<file path="src/rtl/host_remap_pkg.sv">
package host_remap_pkg;

    // Window select codes
    typedef enum logic [1:0] {
        MAP_A000_128K = 2'd0,
        MAP_A000_64K  = 2'd1,
        MAP_B000_32K  = 2'd2,
        MAP_B800_32K  = 2'd3
    } map_sel_e;

    // Source of plane address bit 0
    typedef enum logic [1:0] {
        LSB_KEEP  = 2'd0,
        LSB_PAGE  = 2'd1,
        LSB_ALTLO = 2'd2,
        LSB_ALTHI = 2'd3
    } lsb_src_e;

    // Decode the 3-bit multiplexer select into a bit-0 source
    function automatic lsb_src_e decode_lsb_sel(input logic [2:0] sel);
        lsb_src_e src;
        case (sel)
            3'd2:    src = LSB_PAGE;
            3'd3:    src = LSB_ALTLO;
            3'd6:    src = LSB_ALTHI;
            default: src = LSB_KEEP;
        endcase
        return src;
    endfunction

endpackage

</file>
<file path="src/rtl/hra_window_mask.sv">
module hra_window_mask #(
    parameter int HOST_AW  = 20,
    parameter int PLANE_AW = 16
) (
    input  logic [HOST_AW-1:0]  host_addr,
    input  logic [1:0]          map_sel,
    output logic [PLANE_AW-1:0] masked_addr
);
    localparam int SMALL_AW = PLANE_AW - 1;

    logic small_win;

    always_comb begin
        // codes 2 and 3 are the 32 KB windows
        small_win   = map_sel[1];
        masked_addr = host_addr[PLANE_AW-1:0];
        if (small_win) begin
            masked_addr[PLANE_AW-1:SMALL_AW] = '0;
        end
    end
endmodule

</file>
<file path="src/rtl/hra_lsb_mux.sv">
module hra_lsb_mux
    import host_remap_pkg::*;
#(
    parameter int HOST_AW    = 20,
    parameter int ALT_LO_BIT = 14,
    parameter int ALT_HI_BIT = 16
) (
    input  logic [HOST_AW-1:0] host_addr,
    input  logic [1:0]         map_sel,
    input  logic               odd_even,
    input  logic               page_sel,
    input  logic               mem_64k,
    input  logic               lsb_in,
    output logic               lsb_out
);
    logic [2:0] mux_sel;
    lsb_src_e   src;

    always_comb begin
        mux_sel = {map_sel == MAP_A000_128K, odd_even, mem_64k};
        src     = decode_lsb_sel(mux_sel);
        case (src)
            LSB_PAGE:  lsb_out = ~page_sel;
            LSB_ALTLO: lsb_out = host_addr[ALT_LO_BIT];
            LSB_ALTHI: lsb_out = host_addr[ALT_HI_BIT];
            default:   lsb_out = lsb_in;
        endcase
    end
endmodule

</file>
<file path="src/rtl/hra_bank_limit.sv">
module hra_bank_limit #(
    parameter int PLANE_AW = 16,
    parameter int BANK_AW  = 14
) (
    input  logic [PLANE_AW-1:0] addr_in,
    input  logic                ext_mem,
    output logic [PLANE_AW-1:0] addr_out
);
    localparam int HI_W = PLANE_AW - BANK_AW;

    generate
        if (HI_W > 0) begin : g_limit
            always_comb begin
                addr_out = addr_in;
                if (!ext_mem) begin
                    addr_out[PLANE_AW-1:BANK_AW] = '0;
                end
            end
        end else begin : g_pass
            always_comb addr_out = addr_in;
        end
    endgenerate
endmodule

</file>
<file path="src/rtl/hra_limit_cmp.sv">
module hra_limit_cmp #(
    parameter int GROUP_AW = 18,
    parameter int LIMIT_AW = 19
) (
    input  logic [GROUP_AW-1:0] group_addr,
    input  logic [LIMIT_AW-1:0] mem_limit,
    output logic                in_range
);
    localparam int PAD = LIMIT_AW - GROUP_AW;

    always_comb begin
        in_range = {{PAD{1'b0}}, group_addr} < mem_limit;
    end
endmodule

</file>
<file path="src/rtl/host_addr_remap.sv">
module host_addr_remap #(
    parameter int HOST_AW    = 20,
    parameter int PLANE_AW   = 16,
    parameter int BANK_AW    = 14,
    parameter int ALT_LO_BIT = 14,
    parameter int ALT_HI_BIT = 16,
    parameter int GROUP_AW   = PLANE_AW + 2,
    parameter int LIMIT_AW   = GROUP_AW + 1
) (
    input  logic                clk,
    input  logic                rst_n,
    input  logic                req_valid,
    input  logic [HOST_AW-1:0]  host_addr,
    input  logic [1:0]          map_sel,
    input  logic                odd_even,
    input  logic                page_sel,
    input  logic                mem_64k,
    input  logic                ext_mem,
    input  logic [LIMIT_AW-1:0] mem_limit,
    output logic                rsp_valid,
    output logic [PLANE_AW-1:0] plane_addr,
    output logic [GROUP_AW-1:0] group_addr,
    output logic                access_ok
);
    typedef struct packed {
        logic                valid;
        logic [PLANE_AW-1:0] plane;
        logic [GROUP_AW-1:0] group;
        logic                ok;
    } out_state_t;

    logic [PLANE_AW-1:0] win_addr;
    logic                lsb_new;
    logic [PLANE_AW-1:0] muxed_addr;
    logic [PLANE_AW-1:0] banked_addr;
    logic [GROUP_AW-1:0] scaled_addr;
    logic                in_range;
    out_state_t          st_d, st_q;

    hra_window_mask #(.HOST_AW(HOST_AW), .PLANE_AW(PLANE_AW)) u_win (
        .host_addr  (host_addr),
        .map_sel    (map_sel),
        .masked_addr(win_addr)
    );

    hra_lsb_mux #(.HOST_AW(HOST_AW), .ALT_LO_BIT(ALT_LO_BIT), .ALT_HI_BIT(ALT_HI_BIT)) u_lsb (
        .host_addr(host_addr),
        .map_sel  (map_sel),
        .odd_even (odd_even),
        .page_sel (page_sel),
        .mem_64k  (mem_64k),
        .lsb_in   (win_addr[0]),
        .lsb_out  (lsb_new)
    );

    always_comb muxed_addr = {win_addr[PLANE_AW-1:1], lsb_new};

    hra_bank_limit #(.PLANE_AW(PLANE_AW), .BANK_AW(BANK_AW)) u_bank (
        .addr_in (muxed_addr),
        .ext_mem (ext_mem),
        .addr_out(banked_addr)
    );

    always_comb scaled_addr = {banked_addr, 2'b00};

    hra_limit_cmp #(.GROUP_AW(GROUP_AW), .LIMIT_AW(LIMIT_AW)) u_cmp (
        .group_addr(scaled_addr),
        .mem_limit (mem_limit),
        .in_range  (in_range)
    );

    always_comb begin
        st_d       = st_q;
        st_d.valid = req_valid;
        if (req_valid) begin
            st_d.plane = banked_addr;
            st_d.group = scaled_addr;
            st_d.ok    = in_range;
        end
    end

    always_ff @(posedge clk or negedge rst_n) begin
        if (!rst_n) begin
            st_q <= '0;
        end else begin
            st_q <= st_d;
        end
    end

    assign rsp_valid  = st_q.valid;
    assign plane_addr = st_q.plane;
    assign group_addr = st_q.group;
    assign access_ok  = st_q.ok;
endmodule

</file>
<file path="config.mk">
export PLATFORM = sky130hd
export DESIGN_NAME = host_addr_remap
export DESIGN_NICKNAME = d
export VERILOG_FILES = /design/src/rtl/host_remap_pkg.sv /design/src/rtl/hra_window_mask.sv /design/src/rtl/hra_lsb_mux.sv /design/src/rtl/hra_bank_limit.sv /design/src/rtl/hra_limit_cmp.sv /design/src/rtl/host_addr_remap.sv
export SDC_FILE = /design/constraint.sdc
export NUM_CORES = 1
export LEC_CHECK = 0
export BUFFER_PORTS_ARGS = -buffer_cell sky130_fd_sc_hd__buf_2
export CORE_MARGIN = 8
export CORE_UTILIZATION = 35
export CTS_BUF_LIST = sky130_fd_sc_hd__clkbuf_8 sky130_fd_sc_hd__clkbuf_16
export CTS_CLUSTER_SIZE = 12
export DETAILED_ROUTE_END_ITERATION = 16
export GPL_ROUTABILITY_DRIVEN = 1
export MAX_ROUTING_LAYER = met4
export PLACE_DENSITY_LB_ADDON = 0.05
export SLEW_MARGIN = 15
export SYNTH_ARGS = -nofsm -noshare
export SYNTH_HDL_FRONTEND = slang
export SYNTH_SLANG_ARGS = --single-unit
</file>
<file path="constraint.sdc">
create_clock -name clk -period 1 [get_ports clk]
set_input_delay 0.3 -clock clk [delete_from_list [all_inputs] [get_ports clk]]
set_output_delay 0.3 -clock clk [all_outputs]
set_load 0.01 [all_outputs]
</file>
==> Flow_metrics.wiki <==
{| class="wikitable"
! Metric !! Value
|-
| Result of the run || finished with violations
|-
| Violations in the final reports || negative setup slack
|-
| Final min period || 1820 ps
|-
| Switching fraction of total power || 0.290
|-
| Pwr dens || 1150 nW/um^2
|-
| Largest voltage drop on the vdd net || 0.442 mV
|-
| Number of inserted diodes || 0
|-
| Post-Synth XOR/XNOR Area || 0
|-
| Number of synthesized flops with an enable pin || 0
|-
| Most used DFF post-synth || dfrtp_1
|-
| Global-route track usage on met2 || 0.192
|-
| Worst EP arrival || 1960 ps
|-
| Number of hold-slack violations in the final timing report || 0
|-
| Clock group share of total power || 0.251
|-
| Global-route track usage on met1 || 0.109
|-
| Endpoint class of the critical path || flop
|-
| Overflow left after global routing || 0
|-
| Async SR Flop Fraction || 1.00
|-
| Dpl cell area || 1630 sq um
|-
| Number of remaining DRC errors || 0
|-
| CTS H-tree lvls || 1
|-
| Setup Skew || 0 ps
|-
| Maximum number of pins on one net before global-route repair || 19
|-
| Warnings, synthesis || 0
|-
| Basic-gate share of the synthesized area counting and, or, nand and nor cells || 0.0619
|-
| Kind of path behind the tightest hold check || in2reg
|-
| Via count || 1095
|-
| Synth Register Bits || 18
|-
| Die Width || 76.3 um
|-
| Total of endpoints with negative setup slack in the final report || 36
|-
| Sw Pwr || 0.581 mW
|-
| Most numerous cell on the critical path || o211ai_1
|-
| Complex-gate fraction of the synthesized area || 0.118
|-
| First-pass GRT wire length || 5150 um
|-
| Post-Synth Adder-Cell Area || 0.157
|-
| CTS Root Buffer Type || clkbuf_8
|-
| Period Utilization, post-route || 1.82
|-
| Filler cell count || 376
|-
| NumNets Final || 260
|-
| Share of cells above drive strength 1 || 0.567
|-
| Synthesized instance count || 122
|-
| I/O pins || 84
|-
| Worst setup slack after placement || -1140 ps
|-
| Met3 usage in global routing || 0.0354
|-
| Final cell area excluding filler cells || 1750 sq um
|-
| Number of max-cap violations || 0
|-
| Maximum operating frequency || 549 MHz
|-
| Dominant combinational cell family by area after synthesis || buffers and inverters
|-
| Netlist cell types || 28
|-
| First-iteration detailed-routing DRC count || 25
|-
| First drt pass iteration count || 2
|-
| Launching element type of the critical path || input pin
|-
| RSZ-0062 raised after global routing || true
|-
| Reg power frac || 0.422
|-
| Routed len/inst || 13.1 um
|-
| Delay of the slowest cell on the worst path || 350 ps
|-
| Fin. max-slew vios || 0
|-
| Slowest cell on the critical path || or3b_4
|-
| Internal power || 1.42 mW
|-
| Number of buffers created by CTS || 3
|-
| Vertical die dimension || 76.3 um
|-
| CTS Sinks || 18
|-
| Total die area || 5820 sq um
|-
| Sequential standard cell area || 450 sq um
|-
| CTS tree || built
|-
| Crit path kind || in2reg
|-
| Antenna violations before repair || 0
|-
| Total leakage power || 0.978 nW
|-
| Number of port buffers || 78
|-
| Layout Area Growth over Synthesis || 37.3%
|-
| Clock-pin slew reported for the worst setup and hold paths after clock tree synthesis || 70 ps
|-
| Via count of the first global-routing pass || 1223
|-
| GRT Util Overall || 0.107
|-
| Endpoint required time on the critical path || 1140 ps
|-
| Effective utilization at floorplan || 0.356
|-
| Buffer levels on the longest clock path || 2
|-
| Proportion of synthesized chip area in sequential cells || 0.354
|-
| Area occupied by multi-input gates || 628 sq um
|-
| Clock Latency Late Sink || 250 ps
|-
| Number of cell rows || 22
|-
| Busiest layer in global routing || met2
|-
| Critical Path, Cell by Cell || buf_8 > o211ai_1 > o31ai_1 > a22o_1 > ha_1 > or3b_4 > o211ai_1 > a2111oi_2 > a2bb2oi_1
|-
| Total wire length || 3160 um
|-
| Minimum setup slack in the final design || -823 ps
|-
| Via density per instance || 4.52
|-
| RD Place Congestion || 0.725
|-
| Cell area after technology mapping || 1270 sq um
|-
| Avg Inst Size Synth || 10.4 sq um
|-
| Maximum fanout encountered on the critical timing path || 5
|-
| Share of cell area taken by muxes after synthesis || 0.142
|-
| Placed wire-length estimate after detailed placement || 2690 um
|-
| Antenna viol nets, final || 0
|-
| Part of the total power dissipated in combinational logic || 0.327
|-
| Core area || 3580 sq um
|}
## stage by stage
step | power [mW] | TNS [ps] | hold WS, ps | utilization | instances
final | 2.00 | -3620 | 302 | 0.488 | 242
after global routing | 2.15 | -5050 | 298 | 0.488 | 242
after CTS | 2.03 | -4000 | 295 | 0.482 | 239
after detailed placement | 1.48 | -2130 | 271 | 0.456 | 233
after global placement | 1.47 | -1930 | 264 | 0.456 | 233
after floorplan | 1.26 | -1030 | 4.41 | - | 123
## kinds of logic after synthesis
family	Yosys count
AOI/OAI and AO/OA	20
adders and majority gates	16
buffers and inverters	37
DFF	18
muxes	16
other	1
and+or+nand+nor	14
## layer usage
layer | up-vias | wire [um]
li1 | 547 | -
met1 | 503 | 1290
met2 | 41 | 1650
met3 | 4 | 206
met4 | 0 | 24
met5 | - | 0
## critical path: cells and delay by family
| kind | cells | cell delay [ps] |
|---|---|---|
| compound gates | 6 | 920 |
| fa+ha+maj | 1 | 270 |
| buf+inv | 1 | 100 |
| simple gates | 1 | 350 |
## repair_timing
item | CTS | global route
pin swaps | 2 | 0
setup buffers | 2 | 3
hold buffers | 1 | 0
endpoints found under the hold margin | 18 | 0
setup endpoints to repair | 36 | 36
resized for setup | 7 | 0
## placed cells by master (no fill, tap or decap), drive strengths merged
cell,n
nor3,2
a22o,1
a2bb2oi,1
dlygate4sd3,1
a21oi,4
a2111oi,1
inv,17
buf,87
and2,1
o21a,2
nand2b,1
a211oi,1
mux2,16
o2bb2ai,1
o31ai,2
o21ai,1
ha,16
dfrtp,18
nand3,1
nand4b,1
conb,2
nand2,4
o221ai,1
or3b,1
nor2,2
o211ai,3
a21o,2
and4,1
clkbuf,3
## cell type report
class,instances,area share
well taps,48,0.0344
clock buffers,3,0.0236
multi-input cells,68,0.360
inverters,17,0.0365
flip-flops and latches,18,0.258
repair buffers,88,0.288
## cell usage after synthesis (2+ instances only)
| library cell | number | area share |
|---|---|---|
| a21o_1 | 2 | 0.012 |
| a21oi_1 | 4 | 0.016 |
| buf_2 | 2 | 0.0079 |
| buf_4 | 18 | 0.11 |
| dfrtp_1 | 18 | 0.35 |
| ha_1 | 16 | 0.16 |
| inv_1 | 17 | 0.050 |
| mux2_2 | 16 | 0.14 |
| nand2_1 | 4 | 0.012 |
| nor2_1 | 2 | 0.0059 |
| nor3_1 | 2 | 0.0079 |
| o211ai_1 | 3 | 0.018 |
| o21a_1 | 2 | 0.012 |
| o31ai_1 | 2 | 0.012 |
## flip-flops by register name (all words and copies together) (netlist names)
| register | flops |
|---|---|
| access_ok | 1 |
| plane_addr | 16 |
| rsp_valid | 1 |
## path summary, 6_finish.rpt
path | start | to | slack, ps | cells after the start
max | map_sel[1] | access_ok$_DFFE_PN0P_ | -820 | 9
min | host_addr[11] | plane_addr[11]$_DFFE_PN0P_ | 300 | 2
max reg2reg | plane_addr[12]$_DFFE_PN0P_ | plane_addr[12]$_DFFE_PN0P_ | 10 | 3
min reg2reg | plane_addr[11]$_DFFE_PN0P_ | plane_addr[11]$_DFFE_PN0P_ | 520 | 1
max in group asynchronous | rst_n | plane_addr[5]$_DFFE_PN0P_ | 170 | 2
min in group asynchronous | rst_n | plane_addr[15]$_DFFE_PN0P_ | 520 | 2
## power by group through the flow
stage	sequential [mW]	combinational [mW]	clock, mW
after global placement	0.851	0.616	0
after floorplan	0.893	0.367	0
final	0.844	0.654	0.503
after detailed placement	0.858	0.618	0
after global routing	0.854	0.729	0.562
after CTS	0.845	0.652	0.537
Power figures use the tool's default switching activity.
